[src/rtl/burst_seq_pkg.sv]
package burst_seq_pkg;
  localparam int unsigned LEN_CODE_W = 3;

  typedef enum logic [1:0] {
    ORD_SEQ  = 2'd0,
    ORD_XOR  = 2'd1,
    ORD_PAGE = 2'd2
  } order_e;

  typedef struct packed {
    logic [LEN_CODE_W-1:0] code;
    logic                  interleave;
  } len_req_t;
endpackage

[src/rtl/burst_len_decode.sv]
module burst_len_decode
  import burst_seq_pkg::*;
#(
  parameter int unsigned COL_W = 8
) (
  input  len_req_t   req_i,
  output order_e     order_o,
  output logic [COL_W-1:0] mask_o,
  output logic       illegal_o
);
  localparam logic [COL_W-1:0] MASK_2 = COL_W'(1);
  localparam logic [COL_W-1:0] MASK_4 = COL_W'(3);
  localparam logic [COL_W-1:0] MASK_8 = COL_W'(7);

  always_comb begin
    order_o   = req_i.interleave ? ORD_XOR : ORD_SEQ;
    mask_o    = '0;
    illegal_o = 1'b0;
    unique case (req_i.code)
      3'b000: mask_o = '0;
      3'b001: mask_o = MASK_2;
      3'b010: mask_o = MASK_4;
      3'b011: mask_o = MASK_8;
      3'b111: begin
        if (req_i.interleave) begin
          // unsupported pairing: flag it and run as eight beats
          mask_o    = MASK_8;
          illegal_o = 1'b1;
        end else begin
          mask_o  = '1;
          order_o = ORD_PAGE;
        end
      end
      default: mask_o = '0;
    endcase
  end
endmodule

[src/rtl/burst_col_gen.sv]
module burst_col_gen
  import burst_seq_pkg::*;
#(
  parameter int unsigned COL_W = 8
) (
  input  logic [COL_W-1:0] base_i,
  input  logic [COL_W-1:0] beat_i,
  input  logic [COL_W-1:0] mask_i,
  input  order_e           order_i,
  output logic [COL_W-1:0] col_o
);
  logic [COL_W-1:0] sum;

  assign sum = base_i + beat_i;

  always_comb begin
    unique case (order_i)
      ORD_PAGE: col_o = sum;
      ORD_XOR:  col_o = base_i ^ (beat_i & mask_i);
      default:  col_o = (base_i & ~mask_i) | (sum & mask_i);
    endcase
  end
endmodule

[src/rtl/burst_beat_ctrl.sv]
module burst_beat_ctrl #(
  parameter int unsigned COL_W = 8
) (
  input  logic             clk_i,
  input  logic             rst_ni,
  input  logic             start_i,
  input  logic             advance_i,
  input  logic             stop_i,
  input  logic             page_i,
  input  logic [COL_W-1:0] mask_i,
  output logic [COL_W-1:0] beat_o,
  output logic             last_o,
  output logic             busy_o
);
  logic [COL_W-1:0] beat_q;
  logic             busy_q;
  logic             last;

  assign last   = busy_q && !page_i && (beat_q == mask_i);
  assign beat_o = beat_q;
  assign last_o = last;
  assign busy_o = busy_q;

  always_ff @(posedge clk_i or negedge rst_ni) begin
    if (!rst_ni) begin
      beat_q <= '0;
      busy_q <= 1'b0;
    end else if (start_i) begin
      beat_q <= '0;
      busy_q <= 1'b1;
    end else if (stop_i) begin
      busy_q <= 1'b0;
    end else if (busy_q && advance_i) begin
      if (last) busy_q <= 1'b0;
      else      beat_q <= beat_q + 1'b1;
    end
  end

  // advancing off the final beat ends the burst
  a_r8_end_after_last: assert property (@(posedge clk_i) disable iff (!rst_ni)
    last && advance_i && !start_i |=> !busy_o);

  // stop ends the burst
  a_r10_stop_idle: assert property (@(posedge clk_i) disable iff (!rst_ni)
    stop_i && !start_i |=> !busy_o && !last_o);

  // full page never raises last
  a_r6_page_no_last: assert property (@(posedge clk_i) disable iff (!rst_ni)
    page_i |-> !last_o);

  // stall holds the beat
  a_r9_stall_holds: assert property (@(posedge clk_i) disable iff (!rst_ni)
    busy_o && !advance_i && !start_i && !stop_i |=> $stable(beat_o) && $stable(last_o));
endmodule

[src/rtl/burst_col_seq.sv]
module burst_col_seq
  import burst_seq_pkg::*;
#(
  parameter int unsigned COL_W = 8
) (
  input  logic             clk_i,
  input  logic             rst_ni,
  input  logic             start_i,
  input  logic [COL_W-1:0] start_col_i,
  input  logic [2:0]       len_code_i,
  input  logic             interleave_i,
  input  logic             advance_i,
  input  logic             stop_i,
  output logic [COL_W-1:0] col_o,
  output logic             last_o,
  output logic             busy_o,
  output logic             illegal_o
);
  len_req_t         req;
  order_e           order_d, order_q;
  logic [COL_W-1:0] mask_d, mask_q;
  logic             illegal_d, illegal_q;
  logic [COL_W-1:0] base_q;
  logic [COL_W-1:0] beat;

  assign req.code       = len_code_i;
  assign req.interleave = interleave_i;

  burst_len_decode #(.COL_W(COL_W)) i_decode (
    .req_i     (req),
    .order_o   (order_d),
    .mask_o    (mask_d),
    .illegal_o (illegal_d)
  );

  always_ff @(posedge clk_i or negedge rst_ni) begin
    if (!rst_ni) begin
      base_q    <= '0;
      order_q   <= ORD_SEQ;
      mask_q    <= '0;
      illegal_q <= 1'b0;
    end else if (start_i) begin
      base_q    <= start_col_i;
      order_q   <= order_d;
      mask_q    <= mask_d;
      illegal_q <= illegal_d;
    end
  end

  burst_beat_ctrl #(.COL_W(COL_W)) i_ctrl (
    .clk_i     (clk_i),
    .rst_ni    (rst_ni),
    .start_i   (start_i),
    .advance_i (advance_i),
    .stop_i    (stop_i),
    .page_i    (order_q == ORD_PAGE),
    .mask_i    (mask_q),
    .beat_o    (beat),
    .last_o    (last_o),
    .busy_o    (busy_o)
  );

  burst_col_gen #(.COL_W(COL_W)) i_colgen (
    .base_i  (base_q),
    .beat_i  (beat),
    .mask_i  (mask_q),
    .order_i (order_q),
    .col_o   (col_o)
  );

  assign illegal_o = illegal_q;

  // start presents the start column as beat 0
  a_r2_start_col: assert property (@(posedge clk_i) disable iff (!rst_ni)
    start_i |=> busy_o && col_o == $past(start_col_i));

  // fixed-length bursts stay inside the aligned window
  a_r4_window: assert property (@(posedge clk_i) disable iff (!rst_ni)
    busy_o && order_q != ORD_PAGE |-> (col_o & ~mask_q) == (base_q & ~mask_q));

  // interleaved full page is flagged
  a_r7_illegal_flag: assert property (@(posedge clk_i) disable iff (!rst_ni)
    start_i |=> illegal_o == ($past(interleave_i) && $past(len_code_i) == 3'b111));

  // idle column holds
  a_r10_idle_hold: assert property (@(posedge clk_i) disable iff (!rst_ni)
    !busy_o && !start_i |=> $stable(col_o) && !last_o);
endmodule

[config.mk]
export PLATFORM = sky130hd
export DESIGN_NAME = burst_col_seq
export DESIGN_NICKNAME = d
export VERILOG_FILES = /design/src/rtl/burst_seq_pkg.sv /design/src/rtl/burst_len_decode.sv /design/src/rtl/burst_col_gen.sv /design/src/rtl/burst_beat_ctrl.sv /design/src/rtl/burst_col_seq.sv
export SDC_FILE = /design/constraint.sdc
export NUM_CORES = 1
export LEC_CHECK = 0
export CAP_MARGIN = 0
export CORE_UTILIZATION = 50
export CTS_CLUSTER_SIZE = 14
export DETAILED_ROUTE_END_ITERATION = 10
export GPL_TIMING_DRIVEN = 0
export PLACE_DENSITY = 0.8
export SYNTH_ARGS = -nofsm -noshare
export SYNTH_HDL_FRONTEND = slang
export SYNTH_SLANG_ARGS = --single-unit
[constraint.sdc]
create_clock -name clk_i -period 5.15 [get_ports clk_i]
set_input_delay 0.515 -clock clk_i [delete_from_list [all_inputs] [get_ports clk_i]]
set_output_delay 0.515 -clock clk_i [all_outputs]
set_load 0.01 [all_outputs]
; ---- Word-level counts from Yosys, hierarchy flattened
; Index checks and enable logic that the tools add are counted.
[op_classes]
add_sub_neg = 2
eq_ne = 9
muxes = 16
bitwise = 6
n_reduce_logical = 9
[ops]
columns = cell, n
row1 = $mux W8, 5
row2 = $pmux W8 S4, 1
row3 = $and A8 B8 Y8, 3
row4 = $pmux W8 S2, 1
row5 = $add A8 B1 Y8 const B, 1
row6 = $add A8 B8 Y8, 1
row7 = $eq A8 B8 Y1, 1
row8 = $not A8 Y8, 1
row9 = $or A8 B8 Y8, 1
row10 = $xor A8 B8 Y8, 1
row11 = $mux W1, 7
row12 = $eq A3 B2 Y1 const B, 2
row13 = $reduce_bool A3 Y1, 2
row14 = $mux W2, 2
row15 = $ne A2 B2 Y1 const B, 2
row16 = $eq A3 B1 Y1 const B, 1
row17 = $eq A3 B3 Y1 const B, 1
row18 = $logic_and A1 B1 Y1, 3
row19 = $reduce_and A3 Y1, 1
row20 = $eq A2 B1 Y1 const B, 1
row21 = $eq A2 B2 Y1 const B, 1
row22 = $reduce_and A2 Y1, 1
row23 = $reduce_bool A2 Y1, 1
row24 = $logic_not A1 Y1, 1
[totals]
ff_bits = 28
inputBits = 17
out_inout_bits = 11
elab_cells = 48

; ---- Logic depth before layout (Yosys ltp)
; Gate-level depths: netlist of run 1.
[depth]
depth_word = 8
mapped_depth = 8
ltp_nobuf = 7

; ---- Modules after synthesis
; From an unflattened synthesis of run 1, not the netlist that was laid out.
[hier_totals]
cells_unflattened = 209
hier_area_um2 = 2103.3
[modules_own_cells]
columns = mod, n_inst, cells_per_inst, area_each_um2, seq_area_each_um2
row1 = burst_col_seq, 1, 41, 764.5, 475.5
row2 = burst_col_gen, 1, 99, 680.7, 0.0
row3 = burst_beat_ctrl, 1, 57, 561.8, 225.2
row4 = burst_len_decode, 1, 12, 96.3, 0.0

; ---- Worst setup path before layout of run 1
; Ideal clock, no wire load.
[synth_timing]
kind = flip-flop to output port
from = register i_ctrl.beat_q[0], in the netlist i_ctrl.beat_o[0]
to = output col_o[4]
t_arrival_ns = 1.888
required_time_ns = 4.635
path_slack_ns = 2.747
path_stages_with_launch = 8
n_path_buf = 0
cell_sequence = dfrtp_1 ha_1 fa_1 a21oi_1 o21ba_2 xnor2_1 mux2i_1 a21oi_1
[synth_between]
elab_chain_cells = 4
[synth_rtl]
columns = element, line_no
row1 = start: declaration, burst_beat_ctrl.sv:15  ; logic [COL_W-1:0] beat_q;
row2 = start signal: assignment, burst_beat_ctrl.sv:35  ; else beat_q <= beat_q + 1'b1;
row3 = $add A8 B8 Y8 *, burst_col_gen.sv:14  ; assign sum = base_i + beat_i;
row4 = $and A8 B8 Y8, burst_col_gen.sv:20  ; default: col_o = (base_i & ~mask_i) | (sum & mask_i);
row5 = $or A8 B8 Y8, burst_col_gen.sv:20
row6 = $pmux W8 S2 *, burst_col_gen.sv:17  ; unique case (order_i)
row7 = end: declaration, burst_col_seq.sv:14  ; output logic [COL_W-1:0] col_o,
; Mark *: on every way between the ends. The rest lies on a longest branch, timed or not.

; ---- Final worst setup path of run 1
; Ends and elaborated chain as after synthesis.

==> metrics.cfg, run 1 <==
[synthesis]
avgSynthCellArea_um2 = 9.85
synthCells = 185
synth_edf_count = 0
yosysSeqAreaShare_pct = 32.9
ys.warnings.count = 0
synth_cell_type_count = 45
async_flop_share_pct = 100
synthesis.area_um2 = 1820
syn_nets = 221
post-synth-top-area-cell = dfrtp_1
synth_area_leaders = dfrtp_1 (33%), ha_1 (12%), xor2_1 (6.2%)
synth-seq-cells = 24
ys.flop_type = dfrtp_1
synth_top_area_share_pct = 32.9

[power]
p_per_area_nw_per_um2 = 216
p_leak_nw = 0.969
peakVddDrop_uv = 120

[route]
wl_mm = 3.67
vias = 1462
ant_nets = 0
drc = 0
drt_iter0_drc = 72
drt-vias-per-instance = 5.60
dr.pass1.iters = 4
wl_per_cell_um = 14.0

[placement]
dp_hpwl_mm = 2.83
place_congestion = 0.895
port_buffers = 26
dp_slack_ns = 2.09
dp_cells = 257

[sta]
fin_crit_ns = 3.42
setup_tns_ns = 0
layout_setup_ws_ns = 1.73
hold_viol = 0
setup_viol = 0
finalCritPeriodShare_pct = 66.4
maxSlewHeadroom_pct = 28.2
slew_viol_final = 0
fin_skew_ns = 0.00394
hold_slack_ns = 0.548
rsz0062_at_grt = no
clock.fmax_mhz = 292
worstMarginPinSlew_ns = 1.07

[final_layout]
multi_input_area_um2 = 1160
antenna_cells = 0
drive_gt1_share_pct = 12.1
post-route-util_pct = 63.7
n_fill_cell = 297
area_growth_syn_to_layout_pct = 19.4
fin_nets = 252
finalNonFillerCells = 261
ff_latch_area_um2 = 601

[setup_path]
crit_fanout = 5
critPathArrivalTime_ns = 2.91
crit_path_end_kind = primary output
startpoint_type = flip-flop
criticalPathCategory = reg2out
reg2regPathDepth = 6
cp.required_ns = 4.64

[clocking]
hold_buffers = 0
ctsLongestPathBuffers = 2
cts_resized = 0
cts_tree = yes
cts_made_buffers = 3
insertion_delay_ns = 0.32
htreeDepth = 1
clkSinkCount = 24
path_clk_slew_ns = 0.13
post_cts_buffers = 0
clock-root-buffer = clkbuf_4

[floorplanning]
die_y_um = 62.4
core_um2 = 3420
rows = 21
dieWidth_um = 62.4
ios = 28
initial_core_util_pct = 53.4
die_area_um2 = 3890

[grt]
grtUsageTotal_pct = 21.2
grt_start_max_net_pins = 25
antenna_found_initial = 0
grt_pass1_vias = 1368
grt_overflow_total = 0
grt_pass1_wl_mm = 6.49

[flow_run]
maxCapViolCount = 0

[min_path]
hold_class = reg2reg
whs_path_depth = 2

[status]
status = finished clean

==> layout by cell type (no fill, tap or decap), types with 2 or more instances in the layout <==
cell              n
a221oi_1          4
nand2_1          11
and2_1            3
buf_2             2
mux2_2            9
clkbuf_4          3
o211ai_1          2
clkdlybuf4s50_1  26
xnor2_1           7
clkbuf_1          5
inv_1            10
nand4_1           4
a31oi_1           2
nor2b_1           2
ha_1             18
and3_1            3
a21oi_2           2
nand3b_1          2
a21oi_1           7
o21ai_0          11
o221ai_1          2
dfrtp_1          24
a21o_1            2
nand3_1           2
mux2i_1           5
xor2_1           13
nand2b_1          2
nor2_1           12
==> final timing paths <==
path                                   from          endpoint  slack, ns
setup reg to reg           i_ctrl.beat_o[5]  i_ctrl.beat_o[6]       3.21
max in group asynchronous            rst_ni  i_ctrl.beat_o[1]       3.75
setup / recovery           i_ctrl.beat_o[0]          col_o[4]       1.73
hold reg to reg                   illegal_o         illegal_o       0.55
hold / removal                    illegal_o         illegal_o       0.55
min in group asynchronous            rst_ni         base_q[0]       0.77
==> area by class of cell <==
cell class,instances,area share (%)
Buffer,7,1.32
Multi-Input combinational cell,144,53.1
Clock buffer,4,1.67
Inverter,10,1.72
Sequential cell,24,27.6
Tap cell,46,2.64
Timing Repair Buffer,26,12.0
==> critical path, stage by stage (launching register included) <==
cell	delay, ns
dfrtp_1	0.49
ha_1	0.27
fa_1	0.41
a21oi_1	0.31
o21ba_2	0.18
xnor2_1	0.13
a221oi_1	0.11
a21oi_1	0.15
clkdlybuf4s50_1	0.55
==> where the power goes <==
part	total, W	internal [W]	switching (W)
logic	0.000154	0.0000816	0.0000727
registers	0.000215	0.000200	0.0000149
clock network	0.000101	0.0000432	0.0000574
total	0.000470	0.000325	0.000145
==> metrics by stage <==
| step | power (W) | area (um^2) |
|---|---|---|
| after floorplan | 0.000309 | 1820 |
| after global placement | 0.000371 | 2140 |
| after detailed placement | 0.000373 | 2140 |
| after CTS | 0.000473 | 2180 |
| after global routing | 0.000500 | 2180 |
| final | 0.000470 | 2180 |
==> cells by family (layout without fill, tap and decap cells) <==
logic type	count (synthesis)	count (layout)	share of synthesized area, %
simple gates	46	46	13.2
fa+ha+maj	20	20	14.0
mux	14	14	8.30
buf+inv	17	47	3.64
compound gates	44	44	18.3
xor+xnor	20	20	9.61
flops	24	24	32.9
==> Yosys cell counts (3+ instances only) <==
cell	number
xor2_1	13
o21ai_0	11
a21oi_1	7
dfrtp_1	24
and3_1	3
mux2_2	9
xnor2_1	7
nand2_1	11
ha_1	18
a221oi_1	4
and2_1	3
mux2i_1	5
nor2_1	12
inv_1	10
nand4_1	4
clkbuf_1	5
==> per-layer routing <==
layer | track usage (%) | wire [um] | up-vias
li1 | - | - | 726
met1 | 30.3 | 1860 | 719
met2 | 33.8 | 1700 | 12
met3 | 2.19 | 53 | 5
met4 | 6.98 | 48 | 0
met5 | 0 | 0 | -
==> flip-flops by register name (all words and copies together) (netlist names) <==
signal,count
illegal_o,1
order_q,2
i_ctrl.busy_o,1
i_ctrl.beat_o,8
mask_q,4
base_q,8
Note: power is estimated with default switching activity, not from simulation.
==> run 2, diff against run 1 <==
--- a/config.mk
+++ b/config.mk
@@ -6,11 +6,11 @@
 export NUM_CORES = 1
 export LEC_CHECK = 0
 export CAP_MARGIN = 0
-export CORE_UTILIZATION = 50
+export CORE_UTILIZATION = 49
 export CTS_CLUSTER_SIZE = 14
 export DETAILED_ROUTE_END_ITERATION = 10
 export GPL_TIMING_DRIVEN = 0
-export PLACE_DENSITY = 0.8
+export PLACE_DENSITY = 0.81
 export SYNTH_ARGS = -nofsm -noshare
 export SYNTH_HDL_FRONTEND = slang
 export SYNTH_SLANG_ARGS = --single-unit
==> constraint.sdc (replaced) <==
create_clock -name clk_i -period 2.7 [get_ports clk_i]
set_input_delay 0.27 -clock clk_i [delete_from_list [all_inputs] [get_ports clk_i]]
set_output_delay 0.27 -clock clk_i [all_outputs]
set_load 0.01 [all_outputs]
==> run 2 against run 1 <==
Sequential power grew 91%. Design area up 8.7%. Core utilization grew 5.0 points. Setup slack worse by 1.6 ns. Power is 120% higher. Global-route usage grew 1.4 points. Routed wire length rose by 18%. Die area is 2.0% higher. First-iteration DRC count is 11% higher. Clock power rose to 3.1 times the previous value. Largest cell class unchanged. Combinational power up 110%.
==> metrics.cfg, run 2 (synthesis gave the netlist of run 1 again) <==
[status]
status = finished clean

[floorplanning]
ios = 28  ; unchanged
dieWidth_um = 63.0  ; +0.99%
core_um2 = 3440  ; +0.77%
die_y_um = 63.0  ; +0.99%
die_area_um2 = 3970  ; +2.0%
rows = 21  ; unchanged
initial_core_util_pct = 53.0  ; -0.41 points

[placement]
port_buffers = 26  ; unchanged
placed_cell_area_um2 = 2140  ; unchanged
dp_hpwl_mm = 2.90  ; +2.7%
place_congestion = 0.892  ; -0.32%
dp_cells = 257  ; unchanged

[power]
p_leak_nw = 1.05  ; +7.9%
peakVddDrop_uv = 253  ; +110%
p_per_area_nw_per_um2 = 446  ; +110%

[grt]
grt_start_max_net_pins = 25  ; unchanged
grt_pass1_vias = 1450  ; +6.0%
antenna_found_initial = 0  ; unchanged
grtUsageTotal_pct = 22.6  ; +1.4 points
grt_overflow_total = 0  ; unchanged
grt_pass1_wl_mm = 6.97  ; +7.4%

[sta]
hold_viol = 0  ; unchanged
worstMarginPinSlew_ns = 1.08  ; +0.00265 ns
clock.fmax_mhz = 382
rsz0062_at_grt = no
finalCritPeriodShare_pct = 97.0
fin_skew_ns = 0.00189  ; -0.00205 ns
hold_slack_ns = 0.461  ; -0.0865 ns
fin_crit_ns = 2.62
setup_viol = 0  ; unchanged
slew_viol_final = 0  ; unchanged
maxSlewHeadroom_pct = 28.0  ; -0.18 points

[final_layout]
finalNonFillerCells = 268  ; +2.7%
n_fill_cell = 251  ; -15%
drive_gt1_share_pct = 22.5  ; +10 points
postLayoutCellArea_um2 = 2370  ; +8.7%
layout_common_cells = dfrtp_1 (20), clkdlybuf4s50_1 (20), xor2_1 (13)
fin_nets = 259  ; +2.8%
antenna_cells = 0  ; unchanged
area_growth_syn_to_layout_pct = 29.9

[setup_path]
criticalPathCategory = reg2out
r2r-start = i_ctrl.beat_o[6]
critPathArrivalTime_ns = 2.35  ; -0.56 ns
startpoint_type = flip-flop
crit_path_end_kind = primary output
reg2regPathDepth = 7  ; +1
crit_fanout = 4  ; -1
cp.required_ns = 2.43  ; -2.21 ns
r2r_slack_ns = 0.80  ; -2.41 ns
r2r-end = i_ctrl.beat_o[6]

[route]
drc = 0  ; unchanged
wl_mm = 4.32  ; +18%
vias = 1517  ; +3.8%
wl_per_cell_um = 16.1  ; +15%
ant_nets = 0  ; unchanged
dr.pass1.iters = 4  ; unchanged
drt-vias-per-instance = 5.66  ; +1.1%
drt_iter0_drc = 80  ; +11%

[clocking]
clkSinkCount = 24  ; unchanged
insertion_delay_ns = 0.27  ; -0.05 ns
path_clk_slew_ns = 0.09  ; -0.04 ns
cts_made_buffers = 3  ; unchanged
htreeDepth = 1  ; unchanged
clock-root-buffer = clkbuf_8
ctsLongestPathBuffers = 2  ; unchanged
cts_tree = yes

[min_path]
holdCritStartpoint = start_i
whs_endpoint = base_q[2]
whs_path_depth = 2  ; unchanged
hold_class = in2reg

[flow_run]
maxCapViolCount = 0  ; unchanged

## run 2: critical path: stages, from the launching register on
cell,delay [ns]
dfrtp_1,0.48
ha_1,0.37
nor4_4,0.25
buf_4,0.17
and3_1,0.17
and2_1,0.13
clkdlybuf4s50_1,0.52
## run 2: power breakdown
group | total [W] | switching, W | internal, W
Sequential | 0.000411 | 0.0000290 | 0.000382
Combinational | 0.000328 | 0.000159 | 0.000170
Clock | 0.000316 | 0.000118 | 0.000198
Total | 0.00106 | 0.000306 | 0.000750
## run 2: layer usage
layer	share of wire [%]	up-vias	wire (um)	global-route usage, %
met4	1.7	0	75	9.88
li1	-	746	-	-
met5	0	-	0	0
met2	49	33	2110	35.1
met1	46	732	1980	30.8
met3	3.6	6	157	3.47
## run 2: what timing repair did
action,4_1_cts,5_1_grt
buffers inserted,4,4
pin swaps,3,2
gates resized for setup,17,9
hold buffers,0,0
gates cloned,0,0
setup endpoints to repair,7,5
## run 2: worst max path at each step
stage / startpoint / end / slack, ns / cells past startpoint
finish: i_ctrl.beat_o[6] / last_o / 0.08 / 6
global placement: i_ctrl.beat_o[0] / col_o[4] / -0.09 / 8
floorplan: i_ctrl.beat_o[0] / col_o[4] / 0.54 / 7
global route: i_ctrl.beat_o[6] / last_o / 0.002 / 6
CTS: i_ctrl.beat_o[0] / col_o[4] / -0.03 / 9
detailed placement: i_ctrl.beat_o[0] / col_o[4] / -0.11 / 8
## run 2: final cells by class
type                    count  area [um^2]  share of cell area (%)
plain buffers               6         26.3                    1.11
clock buffers               3         41.3                    1.74
clock inverters             1         30.0                    1.27
inverters                  10         37.5                    1.59
multi-input cells         144         1250                    52.9
flip-flops and latches     24          606                    25.6
well taps                  46         57.6                    2.43
repair buffers             34          317                    13.4
## run 2: through the flow
stage | setup slack, ns | power [W] | util, % | setup TNS [ns]
after floorplan | 0.542 | 0.000590 | - | 0
after global placement | -0.0950 | 0.000707 | 62.2 | -0.153
after detailed placement | -0.106 | 0.000713 | 62.2 | -0.150
after CTS | -0.0295 | 0.00103 | 66.9 | -0.0295
after global routing | 0.00187 | 0.00111 | 68.8 | 0
final | 0.0809 | 0.00106 | 68.8 | 0
